$ cat src/rtl/hpd_pkg.sv
package hpd_pkg;

  typedef enum logic [1:0] {
    TX_IDLE  = 2'd0,
    TX_HOLD  = 2'd1,
    TX_HIGH  = 2'd2,
    TX_PULSE = 2'd3
  } tx_state_e;

  // nominal durations in ns
  localparam longint unsigned NS_TX_PULSE = 64'd750_000;
  localparam longint unsigned NS_TX_HOLD  = 64'd3_330_000;
  localparam longint unsigned NS_DB_SHORT = 64'd375_000;
  localparam longint unsigned NS_DB_LONG  = 64'd111_000_000;
  localparam longint unsigned NS_LO_MAX   = 64'd1_500_000;

  localparam int unsigned ST_PLUG   = 0;
  localparam int unsigned ST_UNPLUG = 1;
  localparam int unsigned ST_IRQ    = 2;
  localparam int unsigned ST_TXREJ  = 3;
  localparam int unsigned ST_W      = 4;

  function automatic int unsigned ns_to_cyc(input longint unsigned clk_hz,
                                            input longint unsigned ns);
    longint unsigned c;
    c = (clk_hz * ns) / 64'd1_000_000_000;
    if (c == 0) c = 1;
    return int'(c);
  endfunction

endpackage

$ cat src/rtl/hpd_sync.sv
module hpd_sync #(
  parameter int unsigned STAGES = 2
) (
  input  logic clk_i,
  input  logic rst_ni,
  input  logic d_i,
  output logic q_o
);
  logic [STAGES-1:0] sh_q;

  generate
    if (STAGES == 1) begin : g_one
      always_ff @(posedge clk_i or negedge rst_ni) begin
        if (!rst_ni) sh_q <= '0;
        else         sh_q <= d_i;
      end
    end else begin : g_many
      always_ff @(posedge clk_i or negedge rst_ni) begin
        if (!rst_ni) sh_q <= '0;
        else         sh_q <= {sh_q[STAGES-2:0], d_i};
      end
    end
  endgenerate

  assign q_o = sh_q[STAGES-1];
endmodule

$ cat src/rtl/hpd_tx.sv
module hpd_tx
  import hpd_pkg::*;
#(
  parameter int unsigned CW      = 16,
  parameter int unsigned T_HOLD  = 100,
  parameter int unsigned T_PULSE = 20
) (
  input  logic clk_i,
  input  logic rst_ni,
  input  logic en_i,
  input  logic assert_i,
  input  logic deassert_i,
  input  logic irq_i,
  output logic lvl_o,
  output logic rej_o
);
  localparam logic [CW-1:0] HOLD_LD  = CW'(T_HOLD - 1);
  localparam logic [CW-1:0] PULSE_LD = CW'(T_PULSE - 1);

  tx_state_e     state_q;
  logic [CW-1:0] cnt_q;
  logic          pend_q;   // deassert waiting for a timed phase to end

  always_ff @(posedge clk_i or negedge rst_ni) begin
    if (!rst_ni) begin
      state_q <= TX_IDLE;
      cnt_q   <= '0;
      pend_q  <= 1'b0;
      rej_o   <= 1'b0;
    end else if (!en_i) begin
      state_q <= TX_IDLE;
      cnt_q   <= '0;
      pend_q  <= 1'b0;
      rej_o   <= 1'b0;
    end else begin
      rej_o <= irq_i && (state_q != TX_HIGH);
      unique case (state_q)
        TX_IDLE: begin
          pend_q <= 1'b0;
          if (assert_i && !deassert_i) begin
            state_q <= TX_HOLD;
            cnt_q   <= HOLD_LD;
          end
        end
        TX_HIGH: begin
          if (deassert_i) begin
            state_q <= TX_IDLE;
          end else if (irq_i) begin
            state_q <= TX_PULSE;
            cnt_q   <= PULSE_LD;
          end
        end
        TX_HOLD, TX_PULSE: begin
          if (cnt_q == '0) begin
            state_q <= (pend_q || deassert_i) ? TX_IDLE : TX_HIGH;
            pend_q  <= 1'b0;
          end else begin
            cnt_q  <= cnt_q - 1'b1;
            pend_q <= pend_q || deassert_i;
          end
        end
        default: state_q <= TX_IDLE;
      endcase
    end
  end

  assign lvl_o = (state_q == TX_HOLD) || (state_q == TX_HIGH);


  tx_rise_chk: assert property (@(posedge clk_i) disable iff (!rst_ni)
    $rose(lvl_o) |-> ($past(assert_i) || $past(state_q == TX_PULSE)));


  tx_rej_src_chk: assert property (@(posedge clk_i) disable iff (!rst_ni)
    rej_o |-> ($past(irq_i) && $past(en_i)));


  tx_pulse_exit_chk: assert property (@(posedge clk_i) disable iff (!rst_ni)
    ($past(state_q == TX_PULSE) && state_q == TX_HIGH) |-> $past(cnt_q == '0));
endmodule

$ cat src/rtl/hpd_rx.sv
module hpd_rx #(
  parameter int unsigned CW         = 16,
  parameter int unsigned T_HI_SHORT = 10,
  parameter int unsigned T_HI_LONG  = 100,
  parameter int unsigned T_LO_DB    = 10,
  parameter int unsigned T_LO_MAX   = 40
) (
  input  logic clk_i,
  input  logic rst_ni,
  input  logic en_i,
  input  logic db_long_i,
  input  logic line_i,
  output logic conn_o,
  output logic plug_o,
  output logic unplug_o,
  output logic irq_o
);
  localparam logic [CW:0] LIM_HS = (CW+1)'(T_HI_SHORT);
  localparam logic [CW:0] LIM_HL = (CW+1)'(T_HI_LONG);
  localparam logic [CW:0] LIM_LD = (CW+1)'(T_LO_DB);
  localparam logic [CW:0] LIM_LM = (CW+1)'(T_LO_MAX);

  logic [CW-1:0] cnt_q;
  logic [CW:0]   cnt_inc;
  logic [CW:0]   hi_lim;

  assign cnt_inc = {1'b0, cnt_q} + (CW+1)'(1);
  assign hi_lim  = db_long_i ? LIM_HL : LIM_HS;

  always_ff @(posedge clk_i or negedge rst_ni) begin
    if (!rst_ni) begin
      cnt_q    <= '0;
      conn_o   <= 1'b0;
      plug_o   <= 1'b0;
      unplug_o <= 1'b0;
      irq_o    <= 1'b0;
    end else if (!en_i) begin
      cnt_q    <= '0;
      conn_o   <= 1'b0;
      plug_o   <= 1'b0;
      unplug_o <= 1'b0;
      irq_o    <= 1'b0;
    end else begin
      plug_o   <= 1'b0;
      unplug_o <= 1'b0;
      irq_o    <= 1'b0;
      if (!conn_o) begin
        // count continuous high
        if (!line_i) begin
          cnt_q <= '0;
        end else if (cnt_inc >= hi_lim) begin
          cnt_q  <= '0;
          conn_o <= 1'b1;
          plug_o <= 1'b1;
        end else begin
          cnt_q <= cnt_inc[CW-1:0];
        end
      end else begin
        // time each low excursion
        if (!line_i) begin
          if (cnt_inc >= LIM_LM) begin
            cnt_q    <= '0;
            conn_o   <= 1'b0;
            unplug_o <= 1'b1;
          end else begin
            cnt_q <= cnt_inc[CW-1:0];
          end
        end else begin
          if ({1'b0, cnt_q} >= LIM_LD) irq_o <= 1'b1;
          cnt_q <= '0;
        end
      end
    end
  end


  rx_evt_onehot_chk: assert property (@(posedge clk_i) disable iff (!rst_ni)
    $onehot0({plug_o, unplug_o, irq_o}));


  rx_plug_edge_chk: assert property (@(posedge clk_i) disable iff (!rst_ni)
    plug_o |-> (conn_o && !$past(conn_o)));


  rx_unplug_edge_chk: assert property (@(posedge clk_i) disable iff (!rst_ni)
    unplug_o |-> (!conn_o && $past(conn_o)));


  rx_irq_conn_chk: assert property (@(posedge clk_i) disable iff (!rst_ni)
    irq_o |-> (conn_o && $past(conn_o)));


  rx_idle_chk: assert property (@(posedge clk_i) disable iff (!rst_ni)
    $past(!en_i) |-> !conn_o);
endmodule

$ cat src/rtl/hpd_xcvr.sv
module hpd_xcvr
  import hpd_pkg::*;
#(
  parameter int unsigned CLK_HZ      = 24_000_000,
  parameter int unsigned SYNC_STAGES = 2
) (
  input  logic            clk_i,
  input  logic            rst_ni,
  input  logic            mode_i,
  input  logic            db_long_i,
  input  logic            assert_i,
  input  logic            deassert_i,
  input  logic            irq_i,
  input  logic            clr_i,
  input  logic            hpd_i,
  output logic            hpd_o,
  output logic            hpd_oe_o,
  output logic            connected_o,
  output logic            plug_o,
  output logic            unplug_o,
  output logic            irq_o,
  output logic [ST_W-1:0] status_o
);
  localparam int unsigned T_PULSE    = ns_to_cyc(64'(CLK_HZ), NS_TX_PULSE);
  localparam int unsigned T_HOLD     = ns_to_cyc(64'(CLK_HZ), NS_TX_HOLD);
  localparam int unsigned T_DB_SHORT = ns_to_cyc(64'(CLK_HZ), NS_DB_SHORT);
  localparam int unsigned T_DB_LONG  = ns_to_cyc(64'(CLK_HZ), NS_DB_LONG);
  localparam int unsigned T_LO_MAX   = ns_to_cyc(64'(CLK_HZ), NS_LO_MAX);
  localparam int unsigned CW         = $clog2(T_DB_LONG + 2);

  logic line_s;
  logic tx_lvl;
  logic tx_rej;
  logic [ST_W-1:0] status_q;
  logic [ST_W-1:0] evt;

  hpd_sync #(.STAGES(SYNC_STAGES)) u_sync (
    .clk_i (clk_i),
    .rst_ni(rst_ni),
    .d_i   (hpd_i),
    .q_o   (line_s)
  );

  hpd_tx #(.CW(CW), .T_HOLD(T_HOLD), .T_PULSE(T_PULSE)) u_tx (
    .clk_i     (clk_i),
    .rst_ni    (rst_ni),
    .en_i      (mode_i),
    .assert_i  (assert_i),
    .deassert_i(deassert_i),
    .irq_i     (irq_i),
    .lvl_o     (tx_lvl),
    .rej_o     (tx_rej)
  );

  hpd_rx #(
    .CW        (CW),
    .T_HI_SHORT(T_DB_SHORT),
    .T_HI_LONG (T_DB_LONG),
    .T_LO_DB   (T_DB_SHORT),
    .T_LO_MAX  (T_LO_MAX)
  ) u_rx (
    .clk_i    (clk_i),
    .rst_ni   (rst_ni),
    .en_i     (!mode_i),
    .db_long_i(db_long_i),
    .line_i   (line_s),
    .conn_o   (connected_o),
    .plug_o   (plug_o),
    .unplug_o (unplug_o),
    .irq_o    (irq_o)
  );

  always_comb begin
    evt            = '0;
    evt[ST_PLUG]   = plug_o;
    evt[ST_UNPLUG] = unplug_o;
    evt[ST_IRQ]    = irq_o;
    evt[ST_TXREJ]  = tx_rej;
  end

  // set beats clear
  always_ff @(posedge clk_i or negedge rst_ni) begin
    if (!rst_ni) status_q <= '0;
    else         status_q <= (clr_i ? '0 : status_q) | evt;
  end

  assign status_o = status_q;
  assign hpd_oe_o = mode_i;
  assign hpd_o    = mode_i & tx_lvl;


  st_irq_src_chk: assert property (@(posedge clk_i) disable iff (!rst_ni)
    (status_q[ST_IRQ] && !$past(status_q[ST_IRQ])) |-> $past(irq_o));


  st_hold_chk: assert property (@(posedge clk_i) disable iff (!rst_ni)
    ($past(status_q[ST_PLUG]) && !$past(clr_i)) |-> status_q[ST_PLUG]);
endmodule

$ cat config.mk
export PLATFORM = sky130hd
export DESIGN_NAME = hpd_xcvr
export DESIGN_NICKNAME = d
export VERILOG_FILES = /design/src/rtl/hpd_pkg.sv /design/src/rtl/hpd_sync.sv /design/src/rtl/hpd_tx.sv /design/src/rtl/hpd_rx.sv /design/src/rtl/hpd_xcvr.sv
export SDC_FILE = /design/constraint.sdc
export NUM_CORES = 1
export LEC_CHECK = 0
export BUFFER_PORTS_ARGS = -buffer_cell sky130_fd_sc_hd__buf_4
export CORE_MARGIN = 8
export CORE_UTILIZATION = 56
export CTS_CLUSTER_SIZE = 24
export DETAILED_ROUTE_END_ITERATION = 12
export HOLD_SLACK_MARGIN = 0.06
export PLACE_DENSITY = 0.77
export SLEW_MARGIN = 20
export SYNTH_ARGS = -nofsm -noshare
export SYNTH_HDL_FRONTEND = slang
export SYNTH_SLANG_ARGS = --single-unit
export TNS_END_PERCENT = 30
$ cat constraint.sdc
create_clock -name clk_i -period 3.03 [get_ports clk_i]
set_input_delay 0 -clock clk_i [delete_from_list [all_inputs] [get_ports clk_i]]
set_output_delay 0 -clock clk_i [all_outputs]
set_load 0.02 [all_outputs]
---- Word-level counts from Yosys, hierarchy flattened ----
Cells that the tools add are included.
W data, S select, Z words.
storage, ports and cells
  flip-flop bits (word level) ............. 58
  input port bits ......................... 9
  output and inout bits ................... 10
  logic and storage cells ................. 80
operators by class
  add/sub/neg operators ................... 2
  $lt $le $gt $ge ......................... 3
  equality and inequality tests ........... 11
  mux-type cells .......................... 41
  bitwise gates (word level) .............. 2
  reduce and logical (&&, ||, !) cells .... 10
operators by type and width
  operator                 count
  $mux W22                 12
  $pmux W22 S3             1
  $add A22 B1 Y23 const B  1
  $ge A23 B16 Y1 const B   1
  $ge A23 B23 Y1           1
  $ge A22 B14 Y1 const B   1
  $logic_not A22 Y1        1
  $sub A22 B1 Y22 const B  1
  $mux W1                  19
  $mux W2                  6
  $ne A3 B3 Y1 const B     3
  $ne A3 B2 Y1 const B     2
  $pmux W2 S3              1
  $eq A2 B2 Y1 const B     2
  $mux W4                  1
  $ne A4 B4 Y1 const B     1
  $or A4 B4 Y4             1
  $reduce_and A4 Y1        1
  $ne A3 B1 Y1 const B     1
  $reduce_and A3 Y1        1
  $eq A2 B1 Y1 const B     1
  $logic_and A1 B1 Y1      2
  $logic_not A2 Y1         1
  $logic_or A1 B1 Y1       2
  other kinds (5)          5

---- Longest topological paths before layout ----
Gate-level depths: netlist of run 1.
  depth in word-level cells ............... 6
  gate-level depth with buffers ........... 15
  depth with buffers taken out ............ 13

---- Cells and area by module ----
From an unflattened synthesis of run 1, not the netlist that was laid out.
unflattened totals
  cells, all modules ...................... 435
  area, all modules ....................... 4067.7 µm²
by module, submodules not included
  module    times used  cells each  area an instance (µm²)  sequential area each (µm²)
  hpd_rx    1           225         2140.8                  650.6
  hpd_tx    1           196         1725.4                  650.6
  hpd_xcvr  1           12          151.4                   100.1
  hpd_sync  1           2           50.0                    50.0

---- Least setup slack after synthesis of run 1 ----
No wires, ideal clock.
  path kind ............................... register -> register
  start ................................... reg u_rx.cnt_q[0]
  end ..................................... reg u_rx.cnt_q[14]
  library setup time ...................... 0.084 ns
  data arrival time ....................... 2.982 ns
  data required time ...................... 2.946 ns
  setup slack ............................. -0.036 ns
  stages on the path, launching flop included .. 16
  path buffers ............................ 2
  clock period less this slack ............ 3.066 ns
  path through ............................ dfrtp_1 -> ha_1 -> nand3_1 -> clkbuf_1 -> nor3_1 -> xnor2_1 -> inv_1 -> ha_1 -> nor2b_1 -> and4_1 -> o32ai_1 -> a41oi_1 -> o211ai_1 -> nand4_1 -> clkbuf_1 -> a21boi_0
between the ends
  word-level cells in the longest chain between the ends .. 6
  elaborated cells between the ends (all ways) .. 9
  those cells by class .................... add/sub (1); order compare (2); mux (6)
ends and longest elaborated chain
  element                                           line                        text
  start: declaration                                hpd_rx.sv:23                logic [CW-1:0] cnt_q;
  start signal: assignment                          hpd_rx.sv:56                cnt_q <= cnt_inc[CW-1:0];
  start signal: assignment                          hpd_rx.sv:66                cnt_q <= cnt_inc[CW-1:0];
  $add A22 B1 Y23 (*)                               hpd_rx.sv:27                assign cnt_inc = {1'b0, cnt_q} + (CW+1)'(1);
  $ge A23 B23 Y1 or $ge A23 B16 Y1 (tied branches)  hpd_rx.sv:51, hpd_rx.sv:61
  $mux W22 (on tied branches)                       hpd_rx.sv:51, hpd_rx.sv:61
  $mux W22 (on tied branches)                       hpd_rx.sv:49, hpd_rx.sv:60
  $mux W22 (*)                                      hpd_rx.sv:47                if (!conn_o) begin
  $mux W22 (*)                                      hpd_rx.sv:37                end else if (!en_i) begin
Every way passes the cells marked *; elsewhere a longest branch is shown, timed or not.
A chain may end at the register's enable or synchronous reset.

---- Worst setup path after layout of run 1 ----
  start ................................... reg u_rx.cnt_q[0]
  end ..................................... reg u_rx.conn_o
between the ends
  word-level cells in the longest chain between the ends .. 6
  elaborated cells between the ends (all ways) .. 9
  those cells by class .................... add/sub (1); order compare (2); mux (6)
ends and longest elaborated chain
  element                                           line                        text
  $add A22 B1 Y23 (*)                               hpd_rx.sv:27
  $ge A23 B23 Y1 or $ge A23 B16 Y1 (tied branches)  hpd_rx.sv:51, hpd_rx.sv:61
  $mux W1 (on tied branches)                        hpd_rx.sv:51, hpd_rx.sv:61
  $mux W1 (on tied branches)                        hpd_rx.sv:49, hpd_rx.sv:60
  $mux W1 (*)                                       hpd_rx.sv:47
  $mux W1 (*)                                       hpd_rx.sv:37
  end signal: assignment                            hpd_rx.sv:33                conn_o <= 1'b0;
  end signal: assignment                            hpd_rx.sv:39                conn_o <= 1'b0;
  end signal: assignment                            hpd_rx.sv:53                conn_o <= 1'b1;
  end: declaration                                  hpd_rx.sv:13                output logic conn_o,
Marked as above.

==> metrics.md, run 1 <==
| Metric | Value |
|---|---|
| Tot Pwr | `2.43 mW` |
| CP Max Fanout | `5` |
| Failing checks | `negative setup slack` |
| Period utilisation layout | `1.02` |
| Final hold vios | `0` |
| N_diodes | `0` |
| Die Area | `a little under 10000 µm²` |
| Max-slew violations | `0` |
| Placer Congestion | `0.892` |
| Detailed Place HPWL | `6680 µm` |
| Synth Register Bits | `between 50 and 60` |
| Iter 0 DRT Violations | `between 150 and 200` |
| Die Y-Extent | `98.2 µm` |
| Largest net degree at the start of global routing | `slightly below 60` |
| Top-Level Pins | `19` |
| Final setup vio count | `21` |
| Worst Setup Start Kind | `register` |
| PortBufs | `18` |
| CTS buffer count | `9` |
| GRT Overall Usage | `0.201` |
| Utilization after layout | `0.670` |
| Chip Width | `98.2 µm` |
| Synthesized Nets | `431` |
| CTS tree | `yes` |
| Origin of the worst setup path | `u_rx.cnt_q[0]` |
| Final nets | `479` |
| 1st-pass router iterations | `5` |
| Worst hold path class | `input pin to register` |
| H-tree depth | `3` |
| Max VDD drop | `0.507 mV` |
| Final WS setup | `-57.2 ps` |
| R2R setup slack | `-60 ps` |
| Max-slew headroom | `0.513` |
| Met3 Track Usage GR | `0.0434` |
| Met1 usage | `0.253` |
| Vias per cell | `6.30` |
| CTS Root Cell | `clkbuf_8` |
| Path depth of the worst reg2reg path | `14` |
| Status | `complete, but fails checks` |
| Synthesized area per cell | `9.31 µm²` |
| Clock Sinks | `58` |
| Sum Neg Setup Slack | `-478 ps` |
| Vias in the first global route | `3285` |
| Share of synthesized registers carrying an async set or reset | `1.00` |
| Longest Clk Path Bufs | `2` |
| Post-synthesis sequential area ratio | `0.384` |
| Gr ovfl total | `0` |
| Row cnt | `30` |
| Core area | `6680 µm²` |
| Setup CP Type | `register to register` |
| Placement Cell Area | `4120 µm²` |
| Synthesized cell area | `3780 µm²` |
| WL final | `9470 µm` |
| EDFF count, synth | `0` |
| DR DRC count | `0` |
| Share of cells above drive strength 1 | `0.207` |
| Syn-to-layout area delta | `18.4%` |
| Post-route cell area | `4480 µm²` |
| RSZ-0062 raised after global routing | `yes` |
| Antenna viol nets, final | `0` |
| Reg-to-Reg Start | `u_rx.cnt_q[0]` |
| Initial core utilization | `0.566` |
| Setup crit end | `u_rx.conn_o` |
| Max cap viols | `0` |
| Skew final | `8.04 ps` |
| Arr. time, crit path | `3360 ps` |
| Synth Instances | `~400` |
| Pwr/cell area | `roughly 540 nW/µm²` |
| Primary FF master, synth | `dfrtp_1` |
| GR peak layer | `met2` |
| Clk_lat worst skew | `340 ps` |
| Initial antenna violation count | `0` |
| Syn. warnings | `0` |
| Critical path data required time | `3300 ps` |
| Fill cells | `roughly 500` |
| Via count | `roughly 3400` |
| DR WL/cell | `around 18 µm` |
| Worst setup EP type | `register` |
| RR Endpoint | `u_rx.conn_o` |
| First-pass GRT wire length | `15800 µm` |
| Worst slew pin tran | `731 ps` |
| Clk slew on worst S/H paths | `70 ps` |
| Tmin final | `slightly above 3000 ps` |
| Achievable frequency | `0.324 GHz` |
| Yosys cell types | `65` |
| Pleak | `1.98 nW` |
| GR Util met2 | `0.321` |
## metrics by stage
stage                     setup WS, ps  std cells  hold slack, ps
after floorplan                   48.2        406            -296
after global placement            37.4        513             102
after detailed placement         -46.4        513             110
after CTS                         10.3        536             156
after global routing              -254        539             188
final                            -57.2        539             174
## Yosys cell counts (all sizes together), types with 7 or more instances
master	count	area share
a21oi	34	0.045
o21ai	21	0.030
inv	23	0.023
nor2	32	0.034
nand4	9	0.023
nor4	9	0.021
ha	16	0.053
a21boi	7	0.014
clkbuf	8	0.0083
xnor2	18	0.042
or4	7	0.016
nand3	15	0.021
dfrtp	58	0.38
or3	8	0.015
nor3	13	0.017
nand2	20	0.021
and4	8	0.019
xor2	10	0.023
a211oi	8	0.016
buf	11	0.021
## final cells by class
| type | count | area (µm²) | share of cell area |
|---|---|---|---|
| clock inverters | 7 | 70.1 | 0.0156 |
| multi-input cells | 306 | 2200 | 0.491 |
| repair buffers | 56 | 445 | 0.0995 |
| well taps | 80 | 100 | 0.0224 |
| inverters | 23 | 86.3 | 0.0193 |
| clock buffers | 9 | 124 | 0.0277 |
| flip-flops and latches | 58 | 1450 | 0.324 |
## cells by family after synthesis
logic type / share of synthesized area
AOI/OAI and AO/OA: 0.224
muxes: 0.00827
and+or+nand+nor: 0.214
adders and majority gates: 0.0529
xor gates and xnor gates: 0.0649
DFF: 0.384
buffers and inverters: 0.0520
## layer usage
layer | vias up | wire length (µm)
li1 | 1614 | -
met1 | 1639 | 4130
met2 | 123 | 4530
met3 | 22 | 558
met4 | 0 | 262
met5 | - | 0
## registers in the layout (all words and copies together), names as in the netlist
signal	cells
u_sync.sh_q	2
u_tx.cnt_q	22
u_rx.conn_o	1
u_tx.state_q	2
u_rx.cnt_q	22
u_tx.pend_q	1
u_rx.irq_o	1
status_o	4
u_rx.unplug_o	1
u_tx.rej_o	1
u_rx.plug_o	1
## where the power goes
group	internal (mW)	switching (mW)
sequential	0.853	0.0886
combinational	0.317	0.471
clock	0.377	0.326
## cells in the final DEF, fill, tap and decap left out, types with 6 or more instances in the layout
master / count
xor2_1: 9
a21boi_1: 6
clkbuf_8: 9
nor4_1: 6
dfrtp_1: 58
dlygate4sd3_1: 7
nor2_1: 31
xnor2_1: 16
nand3_1: 13
buf_4: 47
a211oi_1: 7
or3_1: 7
o21ai_0: 18
ha_1: 16
and4_1: 7
inv_1: 23
nand4_1: 7
nor3_1: 13
a21oi_1: 33
nand2_1: 19
## worst min path at each step
stage	startpoint	to	slack [ps]	depth (start not counted)
finish	assert_i	u_tx.state_q[1]	170	5
detailed placement	rst_ni	status_o[0]	110	1
global placement	rst_ni	status_o[0]	100	1
global route	assert_i	u_tx.state_q[1]	190	5
CTS	assert_i	u_tx.state_q[1]	160	5
floorplan	rst_ni	status_o[0]	-300	0
## timing repair
item	in CTS	in global routing
resized for setup	5	14
pin swaps	4	8
setup endpoints to repair	16	24
endpoints found under the hold margin	68	0
buffers inserted	0	3
hold buffers	7	0
## critical path, cell delays in order (launching register included)
cell,delay (ps)
dfrtp_1,360
buf_4,140
nand4_1,150
buf_4,190
nor4_4,360
nand3_1,180
xnor2_2,170
ha_1,320
buf_4,130
o2111a_1,220
o211ai_1,130
buf_4,170
buf_4,120
a31o_2,230
a21oi_2,130
Power figures use the tool's default switching activity.
==> run 2: changes to the inputs <==
CORE_ASPECT_RATIO = 0.9   (was unset)
==> run 2 against run 1 <==
Net effect:
- the run still ends with negative setup slack left
- clock power grew 26%
- core utilization is 5.9 points higher
- power up 8.3%
- first-iteration DRC count increased by 89%
- die area barely moved
- worst setup slack lost 56 ps
- combinational power up 2%
- critical path depth stayed put
- register-to-register slack worse by 60 ps
- cell area grew 6.7%
- critical endpoint is now u_rx.cnt_q[11]
- largest power group unchanged
==> metrics.md, run 2 (same netlist as run 1, synthesis figures left out) <==
| Metric | Value |
|---|---|
| Gr ovfl total | `0 (unchanged)` |
| Initial core utilization | `0.577 (was 0.566)` |
| Max-slew headroom | `0.512 (was 0.513)` |
| Largest net degree at the start of global routing | `59 (unchanged)` |
| Worst Setup Start Kind | `register (unchanged)` |
| Reg-to-Reg Start | `u_rx.cnt_q[1] (was u_rx.cnt_q[0])` |
| CTS Root Cell | `clkbuf_8 (unchanged)` |
| Reg power frac | `0.358 (was 0.387)` |
| CP Max Fanout | `5 (unchanged)` |
| Die Y-Extent | `94.0 µm (was 98.2 µm)` |
| Worst setup EP type | `register (unchanged)` |
| CTS buffer count | `9 (unchanged)` |
| 1st-pass router iterations | `6 (was 5)` |
| Syn-to-layout area delta | `26.3% (was 18.4%)` |
| RR Endpoint | `u_rx.cnt_q[11] (was u_rx.conn_o)` |
| Tmin final | `3140 ps (was 3090 ps)` |
| Vias in the first global route | `3371 (was 3285)` |
| Tot Pwr | `2.63 mW (was 2.43 mW)` |
| Chip Width | `103 µm (was 98.2 µm)` |
| Share of cells above drive strength 1 | `0.262 (was 0.207)` |
| Max cap viols | `0 (unchanged)` |
| PortBufs | `18 (unchanged)` |
| Period utilisation layout | `1.04 (was 1.02)` |
| First-pass GRT wire length | `16300 µm (was 15800 µm)` |
| Clk pwr share | `0.338 (was 0.289)` |
| Max VDD drop | `0.259 mV (was 0.507 mV)` |
| Final hold vios | `0 (unchanged)` |
| R2R setup slack | `-110 ps (was -60 ps)` |
| Hold wc startpoint | `assert_i (unchanged)` |
| Max-slew violations | `0 (unchanged)` |
| Gate power share | `0.304 (was 0.324)` |
| Via count | `3596 (was 3398)` |
| Initial antenna violation count | `0 (unchanged)` |
| N_diodes | `0 (unchanged)` |
| Final setup vio count | `21 (unchanged)` |
| Final nets | `498 (was 479)` |
| Pleak | `2.11 nW (was 1.98 nW)` |
| Hold path depth | `5 (unchanged)` |
| CTS tree | `yes (unchanged)` |
| Die Area | `9640 µm² (about the same)` |
| Top-Level Pins | `19 (unchanged)` |
| Core area | `6550 µm² (was 6680 µm²)` |
| Row cnt | `28 (was 30)` |
| Longest Clk Path Bufs | `2 (unchanged)` |
| RSZ-0062 raised after global routing | `yes (unchanged)` |
| WL final | `10100 µm (was 9470 µm)` |
| Final WS setup | `-114 ps (was -57.2 ps)` |
| Clk_lat worst skew | `350 ps (was 340 ps)` |
| Setup CP Type | `register to register (unchanged)` |
| H-tree depth | `3 (unchanged)` |
| Placer Congestion | `0.962 (was 0.892)` |
| Iter 0 DRT Violations | `347 (was 184)` |
| Commonest non-fill, non-tap cell in the layout | `buf_4 (was dfrtp_1)` |
| Critical path data required time | `3300 ps (about the same)` |
| Achievable frequency | `0.318 GHz (was 0.324 GHz)` |
| Vias per cell | `6.34 (was 6.30)` |
| DR DRC count | `0 (unchanged)` |
| Clock Sinks | `58 (unchanged)` |
| Commonest non-fill, non-tap cells in the layout | `buf_4 (64), dfrtp_1 (57), nor2_1 (31), a21oi_1 (29), inv_1 (23) (was dfrtp_1 (58), buf_4 (47), a21oi_1 (33), nor2_1 (31), inv_1 (23))` |
| WHS Endpoint | `u_tx.state_q[1] (unchanged)` |
| Worst hold path class | `input pin to register (unchanged)` |
| Worst slew pin tran | `733 ps (was 731 ps)` |
| Antenna viol nets, final | `0 (unchanged)` |
| DR WL/cell | `17.9 µm (was 17.6 µm)` |
| P_int | `1.74 mW (was 1.55 mW)` |
| GRT Overall Usage | `0.217 (was 0.201)` |
| Sum Neg Setup Slack | `-1920 ps (was -478 ps)` |
| Status | `complete, but fails checks (unchanged)` |
| Skew final | `8.17 ps (was 8.04 ps)` |
| Sw Ratio | `0.341 (was 0.364)` |
| Failing checks | `negative setup slack (unchanged)` |
| Worst hold slack | `163 ps (was 174 ps)` |
| Arr. time, crit path | `3420 ps (was 3360 ps)` |
| Clk slew on worst S/H paths | `70 ps (about the same)` |
| Pwr/cell area | `551 nW/µm² (was 543 nW/µm²)` |
| Switching power | `0.897 mW (was 0.886 mW)` |
| Detailed Place HPWL | `6600 µm (was 6680 µm)` |
| Path depth of the worst reg2reg path | `14 (unchanged)` |
[run 2: worst max-delay path, cell delays in order, from the launching register on]
cell and delay, ps:
dfrtp_1 440, nand4_1 130, buf_4 170, or4_1 430, o21ai_2 160, and2_4 160, inv_1 40, ha_1 170
a41oi_2 180, o2111ai_2 140, a211oi_2 260, buf_4 150, nand4_1 260, buf_6 250, a21oi_2 130
[run 2: routing by layer]
layer  vias up  GRT usage  share of wire
li1       1649          -              -
met1      1720      0.279           0.43
met2       195      0.338           0.46
met3        32     0.0563          0.079
met4         0     0.0891          0.027
met5         -          0              0
[run 2: power groups by stage]
stage | Combinational (mW) | Sequential, mW | Clock, mW
finish | 0.800 | 0.944 | 0.890
global route | 0.886 | 0.954 | 0.923
CTS | 0.785 | 0.941 | 0.897
detailed placement | 0.770 | 0.954 | 0
global placement | 0.740 | 0.950 | 0
floorplan | 0.619 | 0.935 | 0
[run 2: area by class of cell]
type                            count  area [µm²]
Sequential cell                    58        1450
Timing Repair Buffer               75         596
Fill cell                         450        1770
Inverter                           23        86.3
Clock inverter                      5         103
Clock buffer                       10         138
Multi-Input combinational cell    306        2290
Tap cell                           90         113
[run 2: what timing repair did]
item	CTS	global route
hold buffers	7	0
cloned	1	0
setup endpoints to repair	22	23
setup buffers	10	6
endpoints found under the hold margin	68	0
pin swaps	7	15
gates resized for setup	8	32
[run 2: per-stage QoR]
step | worst slack [ps] | instance area, µm² | std cells | util
detailed placement | -100 | 4170 | 528 | 0.636
global route | -257 | 4780 | 567 | 0.729
global placement | 23.1 | 4170 | 528 | 0.636
finish | -114 | 4780 | 567 | 0.729
floorplan | 48.2 | 3780 | 406 | -
CTS | -23.7 | 4600 | 561 | 0.702
[run 2: worst max path at each step]
stage | start | to | slack [ps] | cells after the start
3_3_place_gp | u_rx.cnt_q[0] | u_rx.cnt_q[5] | 20 | 12
3_5_place_dp | u_rx.cnt_q[0] | u_rx.cnt_q[1] | -100 | 14
4_1_cts | u_rx.cnt_q[7] | u_rx.cnt_q[2] | -20 | 13
2_1_floorplan | u_rx.cnt_q[0] | u_rx.cnt_q[14] | 50 | 15
6_report | u_rx.cnt_q[1] | u_rx.cnt_q[11] | -110 | 14
5_1_grt | u_rx.cnt_q[1] | u_rx.cnt_q[16] | -260 | 14
